### src/rtl/pll_seq_pkg.sv
package pll_seq_pkg;

  typedef enum logic [3:0] {
    S_IDLE,
    S_DIV2_A,
    S_DIV2_B,
    S_SET_W,
    S_BYP,
    S_DIS,
    S_WRC,
    S_EN,
    S_LDET,
    S_LWAIT,
    S_VCO,
    S_RST_W,
    S_DIV1_A,
    S_DIV1_B
  } seq_state_e;

endpackage

### src/rtl/pll_seq_timer.sv
module pll_seq_timer #(
  parameter int CNT_W   = 14,
  parameter int MAX_LEN = 15000
) (
  input  logic             clk_i,
  input  logic             rst_ni,
  input  logic             load_i,
  input  logic [CNT_W-1:0] len_i,
  output logic             exp_o
);

  logic [CNT_W-1:0] cnt_q;

  always_ff @(posedge clk_i or negedge rst_ni) begin
    if (!rst_ni)                cnt_q <= '0;
    else if (load_i)            cnt_q <= len_i;
    else if (cnt_q != '0)       cnt_q <= cnt_q - 1'b1;
  end

  assign exp_o = (cnt_q == '0);


  tmr_range_chk: assert property (@(posedge clk_i) disable iff (!rst_ni)
    32'(cnt_q) < MAX_LEN);

endmodule

### src/rtl/pll_seq_fsm.sv
module pll_seq_fsm
  import pll_seq_pkg::*;
#(
  parameter int M_W        = 8,
  parameter int N_W        = 8,
  parameter int PL_W       = 6,
  parameter int CNT_W      = 14,
  parameter int SETTLE_CYC = 100,
  parameter int LOCK_CYC   = 15000
) (
  input  logic             clk_i,
  input  logic             rst_ni,
  input  logic             start_i,
  input  logic [M_W-1:0]   m_i,
  input  logic [N_W-1:0]   n_i,
  input  logic [PL_W-1:0]  pl_i,
  input  logic             lock_i,
  input  logic             tmr_exp_i,
  output logic             tmr_load_o,
  output logic [CNT_W-1:0] tmr_len_o,
  output logic             div_sel_o,
  output logic             div_wr_o,
  output logic             vco_sel_o,
  output logic             pll_en_o,
  output logic             lock_det_off_o,
  output logic [M_W-1:0]   m_o,
  output logic [N_W-1:0]   n_o,
  output logic [PL_W-1:0]  pl_o,
  output logic             busy_o,
  output logic             done_o,
  output logic             err_o
);

  localparam logic [CNT_W-1:0] SET_LEN = CNT_W'(SETTLE_CYC - 1);
  localparam logic [CNT_W-1:0] LCK_LEN = CNT_W'(LOCK_CYC - 1);

  seq_state_e state_q, state_d;
  logic [M_W-1:0]  m_req_q, m_q;
  logic [N_W-1:0]  n_req_q, n_q;
  logic [PL_W-1:0] pl_req_q, pl_q;
  logic div_sel_q, vco_sel_q, pll_en_q, ldo_q, done_q, err_q;
  logic lock_to;

  assign lock_to = (state_q == S_LWAIT) && !lock_i && tmr_exp_i;

  always_comb begin
    state_d = state_q;
    unique case (state_q)
      S_IDLE:   if (start_i) state_d = S_DIV2_A;
      S_DIV2_A: state_d = S_DIV2_B;
      S_DIV2_B: state_d = S_SET_W;
      S_SET_W:  if (tmr_exp_i) state_d = S_BYP;
      S_BYP:    state_d = S_DIS;
      S_DIS:    state_d = S_WRC;
      S_WRC:    state_d = S_EN;
      S_EN:     state_d = S_LDET;
      S_LDET:   state_d = S_LWAIT;
      S_LWAIT:  if (lock_i) state_d = S_VCO;
                else if (tmr_exp_i) state_d = S_IDLE;
      S_VCO:    state_d = S_RST_W;
      S_RST_W:  if (tmr_exp_i) state_d = S_DIV1_A;
      S_DIV1_A: state_d = S_DIV1_B;
      S_DIV1_B: state_d = S_IDLE;
      default:  state_d = S_IDLE;
    endcase
  end

  // timer restarts on entry to any wait state
  assign tmr_load_o = (state_d != state_q) &&
                      (state_d == S_SET_W || state_d == S_RST_W || state_d == S_LWAIT);
  assign tmr_len_o  = (state_d == S_LWAIT) ? LCK_LEN : SET_LEN;

  always_ff @(posedge clk_i or negedge rst_ni) begin
    if (!rst_ni) begin
      state_q   <= S_IDLE;
      m_req_q   <= '0;
      n_req_q   <= '0;
      pl_req_q  <= '0;
      m_q       <= '0;
      n_q       <= '0;
      pl_q      <= '0;
      div_sel_q <= 1'b0;
      vco_sel_q <= 1'b0;
      pll_en_q  <= 1'b0;
      ldo_q     <= 1'b1;
      done_q    <= 1'b0;
      err_q     <= 1'b0;
    end else begin
      state_q <= state_d;
      done_q  <= (state_q == S_DIV1_B);
      unique case (state_q)
        S_IDLE: if (start_i) begin
          m_req_q   <= m_i;
          n_req_q   <= n_i;
          pl_req_q  <= pl_i;
          div_sel_q <= 1'b1;
          err_q     <= 1'b0;
        end
        S_BYP:   vco_sel_q <= 1'b0;
        S_DIS:   pll_en_q  <= 1'b0;
        S_WRC: begin
          m_q  <= m_req_q;
          n_q  <= n_req_q;
          pl_q <= pl_req_q;
        end
        S_EN:    pll_en_q  <= 1'b1;
        S_LDET:  ldo_q     <= 1'b0;
        S_LWAIT: if (lock_to) err_q <= 1'b1;
        S_VCO:   vco_sel_q <= 1'b1;
        S_RST_W: if (tmr_exp_i) div_sel_q <= 1'b0;
        default: ;
      endcase
    end
  end

  assign div_sel_o      = div_sel_q;
  assign div_wr_o       = (state_q == S_DIV2_A) || (state_q == S_DIV2_B) ||
                          (state_q == S_DIV1_A) || (state_q == S_DIV1_B);
  assign vco_sel_o      = vco_sel_q;
  assign pll_en_o       = pll_en_q;
  assign lock_det_off_o = ldo_q;
  assign m_o            = m_q;
  assign n_o            = n_q;
  assign pl_o           = pl_q;
  assign busy_o         = (state_q != S_IDLE);
  assign done_o         = done_q;
  assign err_o          = err_q;


  div_pair_chk: assert property (@(posedge clk_i) disable iff (!rst_ni)
    $rose(div_wr_o) |=> div_wr_o && $stable(div_sel_q));


  byp_first_chk: assert property (@(posedge clk_i) disable iff (!rst_ni)
    $fell(pll_en_q) |-> !vco_sel_q && !$past(vco_sel_q));


  coef_quiet_chk: assert property (@(posedge clk_i) disable iff (!rst_ni)
    !$stable({m_q, n_q, pl_q}) |-> !pll_en_q && !vco_sel_q);


  ldet_on_chk: assert property (@(posedge clk_i) disable iff (!rst_ni)
    (state_q == S_LWAIT) |-> !ldo_q && pll_en_q);


  to_no_vco_chk: assert property (@(posedge clk_i) disable iff (!rst_ni)
    $rose(err_q) |-> !vco_sel_q && !busy_o);


  vco_lock_chk: assert property (@(posedge clk_i) disable iff (!rst_ni)
    $rose(vco_sel_q) |-> $past(lock_i, 2) && pll_en_q);


  done_idle_chk: assert property (@(posedge clk_i) disable iff (!rst_ni)
    done_q |-> !busy_o && !err_q);


  req_hold_chk: assert property (@(posedge clk_i) disable iff (!rst_ni)
    (busy_o && start_i) |=> $stable({m_req_q, n_req_q, pl_req_q}));

endmodule

### src/rtl/pll_reprog_seq.sv
module pll_reprog_seq #(
  parameter int M_W       = 8,
  parameter int N_W       = 8,
  parameter int PL_W      = 6,
  parameter int CLK_MHZ   = 50,
  parameter int SETTLE_US = 2,
  parameter int LOCK_US   = 300
) (
  input  logic            clk_i,
  input  logic            rst_ni,
  input  logic            start_i,
  input  logic [M_W-1:0]  m_i,
  input  logic [N_W-1:0]  n_i,
  input  logic [PL_W-1:0] pl_i,
  input  logic            lock_i,
  output logic            div_sel_o,
  output logic            div_wr_o,
  output logic            vco_sel_o,
  output logic            pll_en_o,
  output logic            lock_det_off_o,
  output logic [M_W-1:0]  m_o,
  output logic [N_W-1:0]  n_o,
  output logic [PL_W-1:0] pl_o,
  output logic            busy_o,
  output logic            done_o,
  output logic            err_o
);

  localparam int SETTLE_CYC = CLK_MHZ * SETTLE_US;
  localparam int LOCK_CYC   = CLK_MHZ * LOCK_US;
  localparam int MAX_CYC    = (LOCK_CYC > SETTLE_CYC) ? LOCK_CYC : SETTLE_CYC;
  localparam int CNT_W      = $clog2(MAX_CYC + 1);

  logic             tmr_load, tmr_exp;
  logic [CNT_W-1:0] tmr_len;

  pll_seq_timer #(
    .CNT_W  (CNT_W),
    .MAX_LEN(MAX_CYC)
  ) u_timer (
    .clk_i (clk_i),
    .rst_ni(rst_ni),
    .load_i(tmr_load),
    .len_i (tmr_len),
    .exp_o (tmr_exp)
  );

  pll_seq_fsm #(
    .M_W       (M_W),
    .N_W       (N_W),
    .PL_W      (PL_W),
    .CNT_W     (CNT_W),
    .SETTLE_CYC(SETTLE_CYC),
    .LOCK_CYC  (LOCK_CYC)
  ) u_fsm (
    .clk_i         (clk_i),
    .rst_ni        (rst_ni),
    .start_i       (start_i),
    .m_i           (m_i),
    .n_i           (n_i),
    .pl_i          (pl_i),
    .lock_i        (lock_i),
    .tmr_exp_i     (tmr_exp),
    .tmr_load_o    (tmr_load),
    .tmr_len_o     (tmr_len),
    .div_sel_o     (div_sel_o),
    .div_wr_o      (div_wr_o),
    .vco_sel_o     (vco_sel_o),
    .pll_en_o      (pll_en_o),
    .lock_det_off_o(lock_det_off_o),
    .m_o           (m_o),
    .n_o           (n_o),
    .pl_o          (pl_o),
    .busy_o        (busy_o),
    .done_o        (done_o),
    .err_o         (err_o)
  );

endmodule

### config.mk
export PLATFORM = sky130hd
export DESIGN_NAME = pll_reprog_seq
export DESIGN_NICKNAME = d
export VERILOG_FILES = /design/src/rtl/pll_seq_pkg.sv /design/src/rtl/pll_seq_timer.sv /design/src/rtl/pll_seq_fsm.sv /design/src/rtl/pll_reprog_seq.sv
export SDC_FILE = /design/constraint.sdc
export NUM_CORES = 1
export LEC_CHECK = 0
export ABC_AREA = 1
export BUFFER_PORTS_ARGS = -buffer_cell sky130_fd_sc_hd__buf_2
export CAP_MARGIN = 20
export CORE_MARGIN = 5
export CORE_UTILIZATION = 55
export CTS_CLUSTER_SIZE = 10
export DETAILED_ROUTE_END_ITERATION = 7
export PLACE_DENSITY = 0.89
export REMOVE_ABC_BUFFERS = 1
export SETUP_SLACK_MARGIN = 0.3
export SYNTH_ARGS = -nofsm -noshare
export SYNTH_HDL_FRONTEND = slang
export SYNTH_SLANG_ARGS = --single-unit
### constraint.sdc
create_clock -name clk_i -period 5.29 [get_ports clk_i]
set_clock_uncertainty 0.05 [all_clocks]
set_input_delay 0.2645 -clock clk_i [delete_from_list [all_inputs] [get_ports clk_i]]
set_output_delay 0.2645 -clock clk_i [all_outputs]
set_load 0.02 [all_outputs]
==> metrics.txt, run 1 <==
outcome finished, final reports clean; die height 85.4 um; synthesized area 0.00313 mm2; TritonCTS Sinks 68; Die Span X 85.4 um; YS warnings 0; Routed Antenna Nets 0; worst slew pin tran 0.980 ns; number of antenna diodes 0; minimum clock period 2.31 ns; setup repair after global routing missed its margin false; overall routing resource usage 19.2%; wire per inst 13.3 um; Peak Freq 432 MHz; drt total wl 6.39 mm; total power 988 uW; setup bufs post-CTS 0; total number of vias 2,448; IO Count 56; CP Depth 13; Crit path top cell by count nand2_1; core area 0.00551 mm2; CTS tree yes; layout cell share with drive strength beyond 1 29.3%; predominant post-synthesis flop cell dfrtp_1; setup violators final 0; setup TNS 0 ns; CTS clock-pin slew for the worst setup and hold paths 0.07 ns; DP HPWL 4.53 mm; Hold Buf Count CTS 0; Worst Setup EP u_timer.cnt_q[13]; DR pass1 iterations 5; R2R depth 13; worst r2r src u_timer.cnt_q[0]; # rows 27; Setup crit end kind flip-flop; final number of max-transition violations 0; TritonCTS buffer count 9; Reg2Reg Capture Point u_timer.cnt_q[13]; Worst-Skew Late Latency 0.34 ns; grt ovf 0; pin count of the biggest net entering global routing 69; Hold Crit Class in -> async; gpl congestion 0.911; Critical Path AT 2.49 ns; sequential share of the synthesized area 54.5%; post-synthesis instance total 346; pwr dens 270 mW/mm2; CTS resizes 0; leakage 2.09 nW; Synth area leader dfrtp_1; synth-to-layout area growth 16.8%; CP Launch Type flip-flop; EDFF count, synth 0; Top delay family on crit path simple AND/OR/NAND/NOR gates; root cell of the clock tree clkbuf_8; FFs w/ async S/R, synth 100%; Residual DRC 0; Die Area 0.00729 mm2; final-report hold violation count 0; Port-buffer cells 55; Net count, final 432; CP peak stage delay 0.38 ns; Starting Density 56.8%; Rel. slew slack 34.5%; CP Buf/Inv Count 2; Via density 5.08; CP Launch Point u_timer.cnt_q[0]; Peak VDD IR 0.187 mV; Crit Path Category reg -> reg; reg2reg setup slack 2.98 ns; H-Tree Level Count 3; vias in the first global route 2,471; FF+latch count, synth 68; slowest stage cell, crit path dfrtp_1; Tcrit/Tclk final 43.7%; number of max-cap violations 0; Cell Chain, Critical Path inv_1 > ha_1 > nand2_1 > nor2_4 > nand2_1 > nand2_1 > nand2_2 > nand2_1 > nand3_2 > nand2_4 > nand2_2 > nand2_1 > inv_1; Crit Path Max Fanout 13; top-count cell post-synth nand2_1; post-synth top area share 53.6%; Synth top cells by count nand2_1, dfrtp_1, inv_1, nor2_1, mux2_2; first-pass GRT wire length 11.1 mm; synth unique cells 28; DR iter-0 viols 192; Req. time, crit path 5.47 ns; Longest Clk Path Bufs 2; Synth Area per Inst 9.04 um2; initial antenna violation count 0; main area contributors after synthesis dfrtp_1, nand2_1, mux2_2
==> registers in the layout, indices dropped and copies added (netlist names), 4 cells and up <==
register        count
u_fsm.state_q       4
u_fsm.m_req_q       8
u_fsm.pl_req_q      6
u_fsm.n_o           8
u_timer.cnt_q      14
u_fsm.n_req_q       8
u_fsm.pl_o          6
u_fsm.m_o           8
==> per-stage QoR <==
stage / cell area [um2] / hold slack (ns) / cells / worst slack (ns) / util [%]
floorplan: 3070 / -0.0811 / 337 / 2.70 / -
global placement: 3450 / 0.381 / 466 / 3.17 / 62.7
detailed placement: 3450 / 0.383 / 466 / 3.02 / 62.7
CTS: 3650 / 0.0546 / 482 / 2.98 / 66.3
global route: 3650 / 0.0630 / 482 / 2.71 / 66.3
finish: 3650 / 0.0569 / 482 / 2.98 / 66.3
==> cell type report <==
class	instances	area, um2
fillers	423	1850
flip-flops and latches	68	1700
multi-input cells	234	1240
repair buffers	57	290
clock buffers	10	138
inverters	35	131
well taps	72	90.1
clock inverters	6	63.8
==> power by group <==
| part | internal (mW) | total (mW) | switching [mW] |
|---|---|---|---|
| sequential | 0.529 | 0.533 | 0.00479 |
| clock | 0.229 | 0.426 | 0.197 |
| combinational | 0.0107 | 0.0280 | 0.0174 |
==> worst min path at each step <==
| stage | start | end | depth (start not counted) | slack, ns |
|---|---|---|---|---|
| 2_1_floorplan | rst_ni | u_fsm.div_sel_o | 0 | -0.08 |
| 3_5_place_dp | u_fsm.lock_det_off_o | u_fsm.lock_det_off_o | 2 | 0.38 |
| 4_1_cts | m_i[6] | u_fsm.m_req_q[6] | 3 | 0.05 |
| 3_3_place_gp | u_fsm.lock_det_off_o | u_fsm.lock_det_off_o | 2 | 0.38 |
| 5_1_grt | m_i[6] | u_fsm.m_req_q[6] | 3 | 0.06 |
| 6_report | rst_ni | u_fsm.done_o | 2 | 0.06 |
==> cell usage in the layout, fill, tap and decap left out, drive strengths merged <==
master,count
nand2,127
dfrtp,67
buf,57
nor2,37
inv,35
mux2,21
nand3,20
clkbuf,10
xor2,8
o21ai,5
nor3,5
a21oi,4
xnor2,3
clkinv,3
clkinvlp,2
nand3b,1
nand4,1
o21a,1
ha,1
bufinv,1
dfstp,1
==> metal layers <==
layer | routed length (um) | share of wire (%) | global-route usage (%) | vias up
li1 | - | - | - | 1188
met1 | 2710 | 42 | 24.8 | 1154
met2 | 3040 | 48 | 29.8 | 98
met3 | 569 | 8.9 | 5.83 | 8
met4 | 72 | 1.1 | 8.78 | 0
met5 | 0 | 0 | 0 | -
==> cell families after synthesis <==
kind of cell | after synthesis | synth area share (%)
AOI/OAI and AO/OA | 10 | 1.68
buffers and inverters | 44 | 5.96
adders and majority gates | 1 | 0.400
muxes | 21 | 7.56
and+or+nand+nor | 191 | 26.9
xor gates and xnor gates | 11 | 3.08
DFF | 68 | 54.5
(Power assumes the default switching activity.)
==> run 2, diff against run 1 <==
ABC_AREA = 0   (was 1)
clock period = 2.18 ns   (was 5.29 ns; I/O delays follow)
==> run 2 against run 1 <==
  * The run now ends with negative setup slack left
  * Critical path type unchanged
  * Register-to-register slack got worse by 3.0 ns
  * Power rose to 4.9 times the previous value
  * Final area rose by 14%
  * Sequential share of layout area decreased by 5.6 points
  * Setup slack got worse by 3.0 ns
  * Critical path depth is 5 lower
  * Area after synthesis is 4.6% lower
  * Maximum frequency up 4.9%
  * Final cell count down 4.1%
  * Die area fell by 4.1%
  * Largest cell class unchanged
  * Count of clock-buffer cells in the layout grew 2
  * Clock power grew to 2.6 times the previous value
==> metrics.txt, run 2 <==
layout cell share with drive strength beyond 1 42.6% (+13 points); CP Launch Point u_timer.cnt_q[0]; TritonCTS buffer count 9 (unchanged); dpl cells 405 (-13%); total number of vias 2,826 (+15%); number of max-cap violations 0 (unchanged); Peak Freq 454 MHz (+4.9%); Synth area leader dfrtp_1; FF+latch count, synth 68 (unchanged); YS warnings 0 (unchanged); die height 83.6 um (-2.1%); sequential share of the synthesized area 57.1% (+2.6 points); Final WS setup -0.0248 ns (-3.00 ns); Longest Clk Path Bufs 2 (unchanged); Hold Path Depth 4; # rows 26 (-3.7%); setup violators final 1 (+1); final number of max-transition violations 0 (unchanged); DP HPWL 4.43 mm (-2.2%); FFs w/ async S/R, synth 100% (unchanged); pin count of the biggest net entering global routing 69 (unchanged); Worst Hold Slack 0.142 ns (+0.0854 ns); pwr dens 1160 mW/mm2 (+330%); drt total wl 10.6 mm (+65%); DR iter-0 viols 466 (+140%); grt ovf 0 (unchanged); synth-to-layout area growth 39.6%; post-synth top area share 56.2% (+2.6 points); CP peak stage delay 0.51 ns (+0.13 ns); Flop pwr share 40.8% (-13 points); Register Area 0.00171 mm2 (+0.29%); Layout Cells excl Fill 462 (-4.1%); IO Count 56 (unchanged); Hold Crit Class in -> reg; Top Layer Used met4; predominant post-synthesis flop cell dfrtp_1; H-Tree Level Count 3 (unchanged); gpl congestion 0.881 (-3.3%); Via density 6.12 (+20%); commonest non-fill, non-tap cell in the layout nand2_1; Synth top cells by count nand2_1, dfrtp_1, mux2_2, nor2_1, a21oi_1; Top reg by flops u_timer.cnt_q; combinational fraction of design power 36.7% (+34 points); setup repair after global routing missed its margin true; Port-buffer cells 55 (unchanged); first-pass GRT wire length 15.3 mm (+38%); initial antenna violation count 0 (unchanged); leakage 2.09 nW (about the same); TritonCTS Sinks 68 (unchanged); Crit Path Max Fanout 5 (-8); main area contributors after synthesis dfrtp_1, nand2_1, mux2_2; root cell of the clock tree clkbuf_8; EDFF count, synth 0 (unchanged); DR pass1 iterations 5 (unchanged); core area 0.00517 mm2 (-6.1%); Net count, final 414 (-4.2%); filler cell count 220 (-48%); Die Span X 83.6 um (-2.1%); slowest stage cell, crit path or4b_4; overall routing resource usage 28.1% (+8.8 points); Net Sw Power 1.86 mW (+750%); Routed Antenna Nets 0 (unchanged); wire per inst 22.9 um (+72%); commonest cells after routing, fill and taps aside nand2_1, dfrtp_1, buf_2, buf_4, dlygate4sd3_1; synthesized area 0.00298 mm2 (-4.6%); Rel. slew slack 65.5% (+31 points); Tcrit/Tclk final 101% (+57 points); failing checks negative setup slack; clock share of power 22.5% (-21 points); CTS tree yes; outcome finished with violations; Setup crit end kind flip-flop; internal power 2.98 mW (+290%); synth unique cells 46 (+64%); Starting Density 57.7% (+0.89 points); Cell Chain, Critical Path inv_2 > ha_4 > or4b_4 > nor4_4 > buf_4 > nor3b_4 > a31oi_1 > nor2_2; CP Launch Type flip-flop; worst hold path startpoint lock_i; Peak VDD IR 0.761 mV (+310%); setup TNS -0.0248 ns (-0.0248 ns); max FFs per register 14 (unchanged); minimum clock period 2.20 ns (-0.108 ns); met2 routed wirelength 5.12 mm (+68%); R2R depth 8 (-5); CTS clock-pin slew for the worst setup and hold paths 0.07 ns (about the same); multi-input logic area 0.00135 mm2 (+8.8%); Req. time, crit path 2.41 ns (-3.06 ns); wire length on met1 3.78 mm (+39%); Synth Area per Inst 10.7 um2 (+18%); total power 4.85 mW (+390%); post-synthesis instance total 279 (-19%); final-report hold violation count 0 (unchanged); metal3 WL 974 um (+71%); Crit Path Category reg -> reg; Residual DRC 0 (unchanged); worst slew pin tran 0.513 ns (-0.467 ns); Placed Area 0.00339 mm2 (-1.7%); switching part of the total 38.5% (+16 points); Critical Path AT 2.44 ns (-0.05 ns); worst r2r src u_timer.cnt_q[0]; Die Area 0.00700 mm2 (-4.1%); final instance area 0.00417 mm2 (+14%); fin util 80.5% (+14 points); pre-CTS setup slack -0.0137 ns (-3.04 ns); Worst-Skew Late Latency 0.35 ns (about the same); vias in the first global route 2,891 (+17%); top-count cell post-synth nand2_1; number of antenna diodes 0 (unchanged)
-- run 2: power groups by stage --
stage	sequential [mW]	combinational [mW]	clock, mW
after floorplan	1.92	0.660	0
after global placement	1.86	1.04	0
after detailed placement	1.89	1.09	0
after CTS	1.88	1.35	1.06
after global routing	2.00	1.88	1.13
final	1.98	1.78	1.09
-- run 2: what timing repair did --
action / 4_1_cts / 5_1_grt
pin swaps: 14 / 16
hold endpoints to repair: 90 / 0
hold buffers: 24 / 0
setup endpoints to repair: 20 / 48
resized for setup: 21 / 24
buffers inserted: 10 / 7
-- run 2: worst max-delay path: cells and delay by family, from the launching register on --
| kind | cells | cell delay, ns |
|---|---|---|
| AOI/OAI and AO/OA | 1 | 0.14 |
| adders and majority gates | 1 | 0.14 |
| buffers and inverters | 2 | 0.31 |
| DFF | 1 | 0.41 |
| and+or+nand+nor | 4 | 1.09 |
-- run 2: per-layer routing --
metal	up-vias	track usage (%)
met4	0	14.9
li1	1154	-
met1	1355	33.2
met2	249	47.7
met5	-	0
met3	68	6.02
-- run 2: final timing paths --
check / end / slack [ns]
worst max-delay path: u_fsm.err_o / -0.02
worst min-delay path: u_fsm.state_q[3] / 0.14
worst max register to register: u_fsm.err_o / -0.02
worst min register to register: u_fsm.n_req_q[0] / 0.44
max in group asynchronous: u_fsm.lock_det_off_o / 1.52
min in group asynchronous: u_fsm.vco_sel_o / 0.25
-- run 2: layout make-up --
class	count	share of cell area, %
timing repair buffer	112	19.3
inverter	5	0.451
tap	70	2.10
sequential	68	41.0
multi-input combinational	191	32.3
clock buffer	12	3.72
clock inverter	4	1.14
-- run 2: logic make-up after synthesis --
kind of cell               after synthesis  share of synthesized area, %
adders and majority gates                1                         0.419
xor gates and xnor gates                11                          3.23
buffers and inverters                   20                          4.03
AOI/OAI and AO/OA                       31                          6.63
and+or+nand+nor                        124                          19.6
DFF                                     68                          57.1
muxes                                   24                          9.02
==> run 3, diff against run 2 <==
REMOVE_ABC_BUFFERS = unset   (was 1)
==> run 3 against run 2 <==
  * The run now ends clean
  * Setup slack improved by 0.047 ns
  * Non-clock buffer count fell by 10
  * Hold slack got worse by 0.037 ns
  * Highest routed layer unchanged
  * Final area fell by 2.7%
  * Final cell count fell by 2.4%
  * Sequential power fell by 4%
  * Count of clock-buffer cells in the layout fell by 3
  * Die area did not move
  * Critical path depth did not move
==> metrics.txt, run 3 (synthesized netlist as in run 2, its figures left out) <==
leakage 2.03 nW (-2.7%); switching part of the total 35.6% (-2.9 points); Setup crit end kind flip-flop; Routed Antenna Nets 0 (unchanged); overall routing resource usage 22.7% (-5.4 points); Hold Crit Class in -> reg; Worst Hold Slack 0.106 ns (-0.0367 ns); DR pass1 iterations 4 (-1); met2 routed wirelength 3.96 mm (-23%); commonest cells after routing, fill and taps aside nand2_1, dfrtp_1, buf_2, dlygate4sd3_1, mux2_2; dpl cells 400 (-1.2%); vias in the first global route 2,597 (-10%); Crit Path Max Fanout 5 (unchanged); number of antenna diodes 0 (unchanged); synth-to-layout area growth 35.9%; Net count, final 404 (-2.4%); setup violators final 0 (-1); pin count of the biggest net entering global routing 39 (-43%); Critical Path AT 2.39 ns (-0.05 ns); DR iter-0 viols 242 (-48%); Longest Clk Path Bufs 2 (unchanged); root cell of the clock tree clkbuf_8; Crit Path Category reg -> reg; CP peak stage delay 0.49 ns (-0.02 ns); Peak VDD IR 0.683 mV (-10%); setup TNS 0 ns (+0.0248 ns); metal3 WL 632 um (-35%); initial antenna violation count 0 (unchanged); CTS clock-pin slew for the worst setup and hold paths 0.07 ns (about the same); pre-CTS setup slack 0.0198 ns (+0.0335 ns); Req. time, crit path 2.41 ns (about the same); Die Span X 83.6 um (unchanged); gpl congestion 0.857 (-2.7%); TritonCTS Sinks 68 (unchanged); worst slew pin tran 0.711 ns (+0.198 ns); pwr dens 1120 mW/mm2 (-3.7%); total power 4.54 mW (-6.3%); Final WS setup 0.0219 ns (+0.0467 ns); drt total wl 8.17 mm (-23%); CTS tree yes; slowest stage cell, crit path or4b_4; number of max-cap violations 0 (unchanged); Residual DRC 0 (unchanged); IO Count 56 (unchanged); core area 0.00517 mm2 (unchanged); commonest non-fill, non-tap cell in the layout nand2_1; Tcrit/Tclk final 99.0% (-2.1 points); Starting Density 57.7% (unchanged); Top reg by flops u_timer.cnt_q; Worst-Skew Late Latency 0.35 ns (about the same); max FFs per register 14 (unchanged); minimum clock period 2.16 ns (-0.0467 ns); wire per inst 18.1 um (-21%); clock share of power 24.7% (+2.2 points); H-Tree Level Count 3 (unchanged); Cell Chain, Critical Path inv_2 > ha_4 > or4b_4 > nor4_4 > buf_4 > nor3b_4 > a31oi_2 > nor2_2; DP HPWL 4.46 mm (+0.64%); Top Layer Used met4; Flop pwr share 41.9% (+1.1 points); setup repair after global routing missed its margin true; Via density 5.73 (-6.3%); layout cell share with drive strength beyond 1 39.4% (-3.2 points); final number of max-transition violations 0 (unchanged); Layout Cells excl Fill 451 (-2.4%); Peak Freq 463 MHz (+2.2%); die height 83.6 um (unchanged); outcome finished, final reports clean; CP Launch Type flip-flop; grt ovf 0 (unchanged); reg2reg setup slack 0.02 ns (+0.05 ns); filler cell count 275 (+25%); fin util 78.4% (-2.2 points); Rel. slew slack 52.6% (-13 points); internal power 2.93 mW (-1.9%); Die Area 0.00700 mm2 (unchanged); wire length on met1 3.05 mm (-19%); Placed Area 0.00340 mm2 (+0.15%); Port-buffer cells 55 (unchanged); # rows 26 (unchanged); Net Sw Power 1.62 mW (-13%); final-report hold violation count 0 (unchanged); Net Count, Synth 306; first-pass GRT wire length 12.5 mm (-18%); TritonCTS buffer count 9 (unchanged); total number of vias 2,586 (-8.5%); combinational fraction of design power 33.4% (-3.3 points); final instance area 0.00405 mm2 (-2.7%)
run 3: cell types whose count changed in the layout (fill, tap and decap cells not counted), moves of 3 or more:
cell     change
nor3_1       +3
nor3_2       -3
buf_4        -5
dfrtp_1      +3
dfrtp_2      -3
buf_6        -5
run 3: what timing repair did:
item,in CTS,in global routing
cloned,0,0
pin swaps,6,5
buffers inserted,7,5
setup endpoints to repair,18,66
hold endpoints to repair,52,0
gates resized for setup,8,11
hold buffers,24,0
run 3: critical path: cells and delay by family, from the launching register on:
family	cells	cell delay (ns)
AOI/OAI and AO/OA	1	0.15
adders and majority gates	1	0.14
buffers and inverters	2	0.27
DFF	1	0.40
and+or+nand+nor	4	1.08
run 3: layer usage:
metal | vias to the layer above | global-route usage, %
li1 | 1136 | -
met1 | 1270 | 27.2
met2 | 135 | 36.7
met3 | 45 | 5.63
met4 | 0 | 13.6
met5 | - | 0
run 3: final timing paths:
kind | endpoint | from | cells past startpoint
setup / recovery | u_fsm.err_o | u_timer.cnt_q[0] | 8
hold / removal | u_fsm.state_q[3] | lock_i | 4
setup reg to reg | u_fsm.err_o | u_timer.cnt_q[0] | 8
hold reg to reg | u_fsm.pl_req_q[0] | u_fsm.pl_req_q[0] | 2
max in group asynchronous | u_fsm.m_o[0] | rst_ni | 3
min in group asynchronous | u_timer.cnt_q[8] | rst_ni | 2
run 3: power by group through the flow:
stage | Clock, mW | Combinational [mW] | Sequential, mW
floorplan | 0 | 0.793 | 1.89
global placement | 0 | 1.10 | 1.85
detailed placement | 0 | 1.17 | 1.88
CTS | 1.14 | 1.31 | 1.86
global route | 1.20 | 1.63 | 1.93
finish | 1.12 | 1.52 | 1.90
run 3: area by class of cell:
cell class / count / area [um2] / share of cell area [%]
clock inverters: 6 / 88.8 / 2.19
flip-flops and latches: 68 / 1700 / 42.0
well taps: 70 / 87.6 / 2.16
clock buffers: 9 / 124 / 3.06
multi-input cells: 191 / 1320 / 32.6
inverters: 5 / 18.8 / 0.463
repair buffers: 102 / 708 / 17.5
